==> src/rtl/vga20_pkg.sv <==
package vga20_pkg;

    // Default geometry for a 20 MHz pixel clock
    localparam int DEF_H_ACTIVE = 503;
    localparam int DEF_H_FRONT  = 74;
    localparam int DEF_H_SYNC   = 19;
    localparam int DEF_H_BACK   = 40;
    localparam int DEF_V_ACTIVE = 480;
    localparam int DEF_V_FRONT  = 14;
    localparam int DEF_V_SYNC   = 2;
    localparam int DEF_V_BACK   = 32;

    // Phase of one scan axis
    typedef enum logic [1:0] {
        PH_ACTIVE = 2'd0,
        PH_FRONT  = 2'd1,
        PH_SYNC   = 2'd2,
        PH_BACK   = 2'd3
    } phase_e;

    // Decoded per-axis control flags
    typedef struct packed {
        logic sync;
        logic blank;
    } axis_flags_t;

    function automatic axis_flags_t phase_flags(input phase_e ph);
        axis_flags_t f;
        f.sync  = (ph == PH_SYNC);
        f.blank = (ph != PH_ACTIVE);
        return f;
    endfunction

endpackage

==> src/rtl/tg_axis.sv <==
module tg_axis
    import vga20_pkg::*;
#(
    parameter int ACTIVE = DEF_H_ACTIVE,
    parameter int FRONT  = DEF_H_FRONT,
    parameter int SYNC   = DEF_H_SYNC,
    parameter int BACK   = DEF_H_BACK,
    localparam int TOTAL = ACTIVE + FRONT + SYNC + BACK,
    localparam int CW    = $clog2(TOTAL)
) (
    input  logic          clk,
    input  logic          rst,
    input  logic          adv,
    output logic [CW-1:0] cnt,
    output axis_flags_t   flags
);

    // Count values after which the next phase begins
    localparam logic [CW-1:0] C_LAST     = CW'(TOTAL - 1);
    localparam logic [CW-1:0] C_TO_BACK  = CW'(ACTIVE + FRONT + SYNC - 1);
    localparam logic [CW-1:0] C_TO_SYNC  = CW'(ACTIVE + FRONT - 1);
    localparam logic [CW-1:0] C_TO_FRONT = CW'(ACTIVE - 1);

    logic [CW-1:0] cnt_q, cnt_d;
    phase_e        ph_q, ph_d;

    always_comb begin
        cnt_d = cnt_q;
        ph_d  = ph_q;
        if (adv) begin
            cnt_d = (cnt_q == C_LAST) ? '0 : cnt_q + CW'(1);
            // Later boundaries are tested first so that a zero-length
            // porch skips straight to the following phase.
            if (cnt_q == C_LAST)
                ph_d = PH_ACTIVE;
            else if (cnt_q == C_TO_BACK)
                ph_d = PH_BACK;
            else if (cnt_q == C_TO_SYNC)
                ph_d = PH_SYNC;
            else if (cnt_q == C_TO_FRONT)
                ph_d = PH_FRONT;
        end
    end

    always_ff @(posedge clk) begin
        if (rst) begin
            cnt_q <= '0;
            ph_q  <= PH_ACTIVE;
        end else begin
            cnt_q <= cnt_d;
            ph_q  <= ph_d;
        end
    end

    assign cnt   = cnt_q;
    assign flags = phase_flags(ph_q);

endmodule

==> src/rtl/tg_merge.sv <==
module tg_merge
    import vga20_pkg::*;
(
    input  axis_flags_t hf,
    input  axis_flags_t vf,
    output logic        hsync,
    output logic        vsync,
    output logic        blank,
    output logic        vblank
);

    assign hsync  = hf.sync;
    assign vsync  = vf.sync;
    assign blank  = hf.blank | vf.blank;
    assign vblank = vf.blank;

endmodule

==> src/rtl/vga20_timing.sv <==
module vga20_timing
    import vga20_pkg::*;
#(
    parameter int H_ACTIVE = DEF_H_ACTIVE,
    parameter int H_FRONT  = DEF_H_FRONT,
    parameter int H_SYNC   = DEF_H_SYNC,
    parameter int H_BACK   = DEF_H_BACK,
    parameter int V_ACTIVE = DEF_V_ACTIVE,
    parameter int V_FRONT  = DEF_V_FRONT,
    parameter int V_SYNC   = DEF_V_SYNC,
    parameter int V_BACK   = DEF_V_BACK,
    localparam int H_TOTAL = H_ACTIVE + H_FRONT + H_SYNC + H_BACK,
    localparam int V_TOTAL = V_ACTIVE + V_FRONT + V_SYNC + V_BACK,
    localparam int XW      = $clog2(H_TOTAL),
    localparam int YW      = $clog2(V_TOTAL)
) (
    input  logic          clk,
    input  logic          rst,
    output logic [XW-1:0] pix_x,
    output logic [YW-1:0] pix_y,
    output logic          hsync,
    output logic          vsync,
    output logic          blank,
    output logic          vblank
);

    axis_flags_t hf, vf;
    logic        line_end;

    tg_axis #(
        .ACTIVE (H_ACTIVE),
        .FRONT  (H_FRONT),
        .SYNC   (H_SYNC),
        .BACK   (H_BACK)
    ) i_haxis (
        .clk   (clk),
        .rst   (rst),
        .adv   (1'b1),
        .cnt   (pix_x),
        .flags (hf)
    );

    // The line counter steps on the last pixel clock of each line
    assign line_end = (pix_x == XW'(H_TOTAL - 1));

    tg_axis #(
        .ACTIVE (V_ACTIVE),
        .FRONT  (V_FRONT),
        .SYNC   (V_SYNC),
        .BACK   (V_BACK)
    ) i_vaxis (
        .clk   (clk),
        .rst   (rst),
        .adv   (line_end),
        .cnt   (pix_y),
        .flags (vf)
    );

    tg_merge i_merge (
        .hf     (hf),
        .vf     (vf),
        .hsync  (hsync),
        .vsync  (vsync),
        .blank  (blank),
        .vblank (vblank)
    );

endmodule

==> config.mk <==
export PLATFORM = sky130hd
export DESIGN_NAME = vga20_timing
export DESIGN_NICKNAME = d
export VERILOG_FILES = /design/src/rtl/vga20_pkg.sv /design/src/rtl/tg_axis.sv /design/src/rtl/tg_merge.sv /design/src/rtl/vga20_timing.sv
export SDC_FILE = /design/constraint.sdc
export NUM_CORES = 1
export LEC_CHECK = 0
export BUFFER_PORTS_ARGS = -buffer_cell sky130_fd_sc_hd__buf_4
export CORE_MARGIN = 10
export CORE_UTILIZATION = 47
export CTS_CLUSTER_SIZE = 25
export DETAILED_ROUTE_END_ITERATION = 8
export HOLD_SLACK_MARGIN = 0.06
export MAX_ROUTING_LAYER = met4
export PLACE_DENSITY = 0.75
export SLEW_MARGIN = 0
export SYNTH_ARGS = -nofsm -noshare
export SYNTH_HDL_FRONTEND = slang
export SYNTH_HIERARCHICAL = 1
export SYNTH_SLANG_ARGS = --single-unit
==> constraint.sdc <==
create_clock -name clk -period 2 [get_ports clk]
set_clock_uncertainty 0.1 [all_clocks]
set_input_delay 0.2 -clock clk [delete_from_list [all_inputs] [get_ports clk]]
set_output_delay 0.2 -clock clk [all_outputs]
set_load 0.01 [all_outputs]
==> impl_metrics.csv, run 1 <==
group,metric,value,unit
detailed_routing,ant_nets,0,
yosys,avgSynthCellArea,8.968,um^2
global_routing,grt.total_usage,13.26,%
yosys,synth_cell_types,47,
placed_design,place_congestion,0.8455,
detailed_routing,drt_wl_total,3379,um
global_routing,grt_pass1_vias,1258,
min_path,min_to,"i_haxis/ph_q[0]$_SDFFE_PP0P_",
setup_path,r2r_end,"i_vaxis/ph_q[1]$_SDFFE_PP0P_",
layout,final_cells,219,
die,coreArea,2781,um^2
sta,fin_crit,1.891,ns
power,power_leakage,0.6984,nW
layout,post-route-util,61.99,%
min_path,whs_path_depth,2,
layout,antennaDiodeCount,0,
sta,slew_viol_final,0,
clock_tree,htree_levels,1,
layout,syn2layout_area_growth,24.03,%
detailed_routing,drt_iter0_markers,93,
detailed_routing,vias,1243,
sta,setup_viol,0,
status,status,"complete, no violations",
setup_path,ff2ff_path_depth,6,
die,start_util,49.98,%
yosys,ys.warnings.count,6,
setup_path,criticalPathCategory,"flop to flop",
yosys,syn-num-nets,162,
layout,drive_above_1_share,31.38,%
clock_tree,cts_sinks,24,
clock_tree,root_buffer,"clkbuf_4",
detailed_routing,wl_per_cell,15.43,um
sta,fmax,0.5289,GHz
placed_design,dp_hpwl,2573,um
sta,hold_violations,0,
clock_tree,cts_resized,0,
placed_design,dp.cells,213,
min_path,hold_class,"flop to flop",
die,die_h,74.39,um
clock_tree,numCtsBuffers,3,
job,drv_cap,0,
global_routing,grt_remaining_overflow,0,
yosys,synthCells,155,
setup_path,critPathLaunchType,"flop",
die,placementRows,19,
detailed_routing,met1_length,1471,um
yosys,synth-edff-count,0,
sta,fin_setup_tns,0,ns
die,ioPinCount,26,
power,ir_drop,0.6240,mV
die,die_area,5533,um^2
yosys,syn-cell-area,1390,um^2
clock_tree,clk_transition_reported_paths,0.14,ns
setup_path,critPathRequiredTime,2.14,ns
clock_tree,tritoncts,"built",
placed_design,portBuffers,25,
clock_tree,max-clock-path-buffers,2,
die,dieWidth,74.39,um
global_routing,grt_max_degree,15,
yosys,ys.flop_type,"dfxtp_1",
global_routing,antenna_found_initial,0,
detailed_routing,routed.top_layer,"met4",
setup_path,max_stage_delay,0.42,ns
setup_path,r2r_setup_slack,0.11,ns
setup_path,crit_fanout,7,
setup_path,crit_path_end_kind,"flop",
layout,nNetsFinal,196,
yosys,ys_seq_area_share,34.56,%
yosys,synthArstFlopShare,0,%
detailed_routing,wl_met2,1719,um
detailed_routing,first_pass_iters,4,
clock_tree,insertion_delay,0.32,ns
sta,fin_crit_sh,94.54,%
setup_path,cp.arrival,2.03,ns
power,total_power,0.9087,mW
layout,fillers,245,
global_routing,grt_pass1_wl,5713,um
yosys,ys_ff_latch,24,
detailed_routing,vias_per_cell,5.676,
setup_path,r2r_start,"i_haxis/cnt[9]$_SDFFE_PP0P_",
setup_path,crit_chain,"nand4bb_1 > nor4_4 > and4_4 > and2b_1 > o21ai_1 > a32o_1",
setup_path,critPathSlowestCell,"dfxtp_2",
sta,holdWs,0.3966,ns
detailed_routing,wl_met3,145,um
detailed_routing,drc,0,
min_path,hp-start,"i_haxis/ph_q[0]$_SDFFE_PP0P_",
power,power.density,527.0,nW/um^2
[through the flow]
stage / instance area [um^2] / setup slack (ns)
after floorplan: 1403 / 0.002438
after global placement: 1654 / 0.1354
after detailed placement: 1654 / 0.05327
after CTS: 1717 / 0.01735
after global routing: 1724 / -0.001757
final: 1724 / 0.1092
[layout make-up]
cell class / count / area (um^2) / share of cell area (%)
clock buffer: 3 / 22.52 / 1.306
clock inverter: 1 / 30.03 / 1.742
inverter: 6 / 22.52 / 1.306
multi-input combinational: 117 / 845.8 / 49.06
sequential: 24 / 484.2 / 28.08
tap: 31 / 38.79 / 2.250
timing repair buffer: 37 / 280.3 / 16.26
[what timing repair did]
item	CTS	global route
endpoints found under the setup margin	0	10
buffers inserted	0	1
hold buffers	1	0
endpoints found under the hold margin	4	0
[worst max path at each step]
stage | startpoint | end | slack [ns]
final | i_haxis/cnt[9]$_SDFFE_PP0P_ | i_vaxis/ph_q[1]$_SDFFE_PP0P_ | 0.11
after global routing | i_haxis/cnt[9]$_SDFFE_PP0P_ | i_vaxis/ph_q[1]$_SDFFE_PP0P_ | -0.002
after CTS | i_haxis/cnt[9]$_SDFFE_PP0P_ | i_vaxis/ph_q[1]$_SDFFE_PP0P_ | 0.02
after detailed placement | i_haxis/cnt[9]$_SDFFE_PP0P_ | i_vaxis/ph_q[1]$_SDFFE_PP0P_ | 0.05
after global placement | i_haxis/cnt[9]$_SDFFE_PP0P_ | i_vaxis/ph_q[1]$_SDFFE_PP0P_ | 0.14
after floorplan | i_haxis/cnt[7]$_SDFFE_PP0P_ | i_vaxis/ph_q[1]$_SDFFE_PP0P_ | 0.002
[cell usage in the layout, fill, tap and decap left out, types with 2 or more instances in the layout]
cell	count
nor2b_1	5
dfxtp_2	3
nand4_1	7
o211ai_1	2
buf_4	36
a21oi_1	3
nor4_2	3
nand2_1	7
and3_1	2
nor2_1	21
dfxtp_1	21
inv_1	6
ha_1	5
or2_2	2
nor3_1	2
nand3_1	6
nand2b_1	3
mux2i_1	2
xor2_1	11
xnor2_1	8
nand4b_1	2
clkbuf_4	3
[synthesized netlist by cell type, drive strengths merged (2+ instances only)]
library cell	count	share of area (%)
nand2	7	1.9
nor2b	5	2.3
and4b	2	1.5
xnor2	8	5.0
nand4b	2	1.3
a21oi	3	1.1
nand4	8	4.1
inv	6	1.6
and4	3	2.2
dfxtp	24	35
o21ai	2	0.72
nand3	7	2.9
mux2i	2	1.4
xor2	11	6.9
nor4	4	3.6
o211ai	2	1.1
ha	5	4.5
buf	7	3.2
nor2	22	6.1
and3	2	0.90
or2	3	1.4
nor3	3	1.9
nand2b	3	1.4
[where the power goes]
| group | leakage, nW | switching, mW | total [mW] | internal [mW] |
|---|---|---|---|---|
| Sequential | 0.195 | 0.00303 | 0.485 | 0.482 |
| Clock | 0.0279 | 0.157 | 0.359 | 0.203 |
| Combinational | 0.475 | 0.0354 | 0.0639 | 0.0285 |
[per-layer routing]
metal	GRT usage (%)	vias up
li1	-	607
met1	15.26	607
met2	21.69	24
met5	-	-
met4	4.878	0
met3	3.324	5
[flip-flops by register name, indices dropped and copies added (netlist names)]
register      flops
i_vaxis/cnt      10
i_haxis/cnt      10
i_vaxis/ph_q      2
i_haxis/ph_q      2
[cell families (layout without fill, tap and decap cells)]
family / after synthesis / after routing / synth area share (%)
buffers and inverters: 14 / 47 / 5.220
flip-flops: 24 / 24 / 34.56
XOR/XNOR: 19 / 19 / 11.97
other: 1 / 1 / 0.2698
multiplexers: 2 / 2 / 1.440
AND/OR/NAND/NOR: 75 / 75 / 33.67
AO/OA/AOI/OAI: 15 / 15 / 8.370
adder cells (fa/ha/maj): 5 / 5 / 4.500
[worst max-delay path, delay by kind of cell (launching register included)]
| kind | cells | cell delay, ns |
|---|---|---|
| simple gates | 4 | 0.93 |
| flops | 1 | 0.42 |
| compound gates | 2 | 0.34 |
Power figures use the tool's default switching activity.
==> run 2: changes to the inputs <==
--- a/config.mk
+++ b/config.mk
@@ -5,6 +5,7 @@
 export SDC_FILE = /design/constraint.sdc
 export NUM_CORES = 1
 export LEC_CHECK = 0
+export ABC_AREA = 1
 export BUFFER_PORTS_ARGS = -buffer_cell sky130_fd_sc_hd__buf_4
 export CORE_MARGIN = 10
 export CORE_UTILIZATION = 47
@@ -13,6 +14,7 @@
 export HOLD_SLACK_MARGIN = 0.06
 export MAX_ROUTING_LAYER = met4
 export PLACE_DENSITY = 0.75
+export REMOVE_ABC_BUFFERS = 1
 export SLEW_MARGIN = 0
 export SYNTH_ARGS = -nofsm -noshare
 export SYNTH_HDL_FRONTEND = slang
==> run 2 against run 1 <==
Effect of this change: combinational power decreased by 20%; count of clock-buffer cells in the layout unchanged; power decreased by 1.3%; critical path type unchanged; worst setup slack improved by 0.25 ns; critical path depth increased by 5; clock power about the same.
==> impl_metrics.csv, run 2 <==
group,metric,value,unit
detailed_routing,drt_iter0_markers,58,
setup_path,critPathRequiredTime,2.13,ns
yosys,ys.warnings.count,6,
global_routing,grt_max_degree,15,
clock_tree,tritoncts,"built",
layout,post-route-util,59.04,%
global_routing,grt_pass1_vias,1258,
status,status,"complete, no violations",
clock_tree,htree_levels,1,
global_routing,grt_remaining_overflow,0,
sta,slew_viol_final,0,
layout,nNetsFinal,261,
detailed_routing,vias_per_cell,4.822,
yosys,syn-cell-area,1444,um^2
clock_tree,clk_transition_reported_paths,0.15,ns
clock_tree,max-clock-path-buffers,2,
sta,fin_crit_sh,82.23,%
setup_path,criticalPathCategory,"flop to flop",
layout,drive_above_1_share,26.09,%
placed_design,portBuffers,25,
die,ioPinCount,26,
power,ir_drop,0.2961,mV
layout,syn2layout_area_growth,22.79,%
die,coreArea,3003,um^2
power,power.density,505.9,nW/um^2
sta,fmax,0.6081,GHz
global_routing,grt_pass1_wl,5430,um
min_path,hold_class,"flop to flop",
setup_path,crit_fanout,5,
die,die_h,75.43,um
yosys,ys_seq_area_share,33.28,%
placed_design,dp.cells,281,
yosys,synthArstFlopShare,0,%
yosys,ys.flop_type,"dfxtp_1",
yosys,ys_ff_latch,24,
detailed_routing,ant_nets,0,
detailed_routing,wl_per_cell,11.07,um
sta,fin_setup_tns,0,ns
global_routing,grt.total_usage,12.22,%
die,dieWidth,75.43,um
yosys,synth_area_leaders,"dfxtp_1 33%, nand2_1 12%, nor2_1 8.6%",
layout,final_common_cell,"nand2_1",
clock_tree,insertion_delay,0.32,ns
sta,fin_crit,1.645,ns
clock_tree,numCtsBuffers,3,
yosys,avgSynthCellArea,6.716,um^2
detailed_routing,drt_wl_total,3167,um
clock_tree,cts_sinks,24,
job,drv_cap,0,
detailed_routing,first_pass_iters,4,
yosys,synth_commonest_cells,"47 x nand2_1, 33 x nor2_1, 31 x inv_1",
placed_design,dp_hpwl,2456,um
die,placementRows,20,
global_routing,antenna_found_initial,0,
sta,setup_viol,0,
setup_path,cp.arrival,1.77,ns
yosys,synthCells,215,
setup_path,startpoint,"i_haxis/cnt[0]$_SDFFE_PP0P_",
layout,design_area,1773,um^2
die,start_util,48.08,%
placed_design,place_congestion,0.8400,
yosys,synth-edff-count,0,
die,die_area,5689,um^2
yosys,netlist.area_leader.share,33.28,%
detailed_routing,vias,1379,
detailed_routing,drc,0,
yosys,synthMostInstantiatedCell,"nand2_1",
placed_design,placed_area,1710,um^2
layout,final_cell_mix,"47 x nand2_1, 33 x nor2_1, 31 x inv_1",
setup_path,crit_path_end_kind,"flop",
power,total_power,0.8970,mW
yosys,synth_cell_types,26,
layout,antennaDiodeCount,0,
layout,final_cells,286,
yosys,yosysTopAreaCell,"dfxtp_1",
setup_path,critPathLaunchType,"flop",
clock_tree,root_buffer,"clkbuf_4",
power,power_leakage,0.8128,nW
min_path,hp-start,"i_haxis/ph_q[1]$_SDFFE_PP0P_",
setup_path,r2r_start,"i_haxis/cnt[0]$_SDFFE_PP0P_",
sta,hold_violations,0,
sta,grt_setup_unrepaired,"false",
[run 2: changes by cell type in the layout (fill, tap and decap cells not counted), moves of 6 or more]
cell / previous run / this run
inv_1: 6 / 31
nand4_1: 7 / 1
xnor2_1: 8 / 0
nor2_2: 1 / 7
nand2_2: 0 / 7
nor2_1: 21 / 33
conb_1: 1 / 7
nand3_1: 6 / 13
a21oi_1: 3 / 10
buf_4: 36 / 30
nand2_1: 7 / 47
[run 2: metrics by stage]
step                      hold slack (ns)  setup slack [ns]
after CTS                          0.3735            0.3468
after global routing               0.4028            0.1287
final                              0.3691            0.3555
after global placement             0.3516            0.4071
after detailed placement           0.3527            0.3779
after floorplan                    0.1691            0.3832
[run 2: layout make-up]
type	count	area (um^2)
Timing Repair Buffer	31	235.2
Inverter	36	135.1
Clock buffer	3	22.52
Tap cell	33	41.29
Multi-Input combinational cell	158	828.3
Sequential cell	24	480.5
Clock inverter	1	30.03
Fill cell	295	1230
[run 2: logic make-up after synthesis]
| group | Yosys count | share of synthesized area [%] |
|---|---|---|
| flops | 24 | 33.28 |
| fa+ha+maj | 5 | 4.333 |
| other cells | 1 | 0.2597 |
| xor+xnor | 6 | 3.639 |
| buf+inv | 39 | 10.92 |
| compound gates | 21 | 9.792 |
| simple gates | 119 | 37.78 |
[run 2: power by group]
| group | switching [mW] | internal [mW] |
|---|---|---|
| clock network | 0.158 | 0.203 |
| registers | 0.00410 | 0.482 |
| logic | 0.0311 | 0.0197 |
| total | 0.193 | 0.704 |
[run 2: critical path, cell delays in order, from the launching register on]
cell and delay, ns:
dfxtp_1 0.43, nand2_1 0.08, inv_1 0.06, nand3_1 0.07, nor2_1 0.15, nand2_1 0.10, inv_1 0.08, nand2_1 0.07
nor2_1 0.13, inv_1 0.08, o21ai_2 0.15, nor2_2 0.04
[run 2: layer usage]
metal	wire length, um	GRT usage [%]	up-vias
li1	-	-	733
met1	1577	15.67	614
met2	1434	19.26	28
met3	111	1.432	4
met4	44	4.536	0
met5	0	-	-
[run 2: worst paths after layout]
path | slack, ns | depth (start not counted) | endpoint
worst min register to register | 0.37 | 2 | i_haxis/ph_q[1]$_SDFFE_PP0P_
worst max-delay path | 0.36 | 11 | i_vaxis/cnt[7]$_SDFFE_PP0P_
worst max register to register | 0.36 | 11 | i_vaxis/cnt[7]$_SDFFE_PP0P_
worst min-delay path | 0.37 | 2 | i_haxis/ph_q[1]$_SDFFE_PP0P_
[run 2: what timing repair did]
action / CTS / global route
endpoints found under the hold margin: 8 / 0
gates resized for setup: 0 / 0
hold buffers: 1 / 0
buffers inserted: 0 / 0
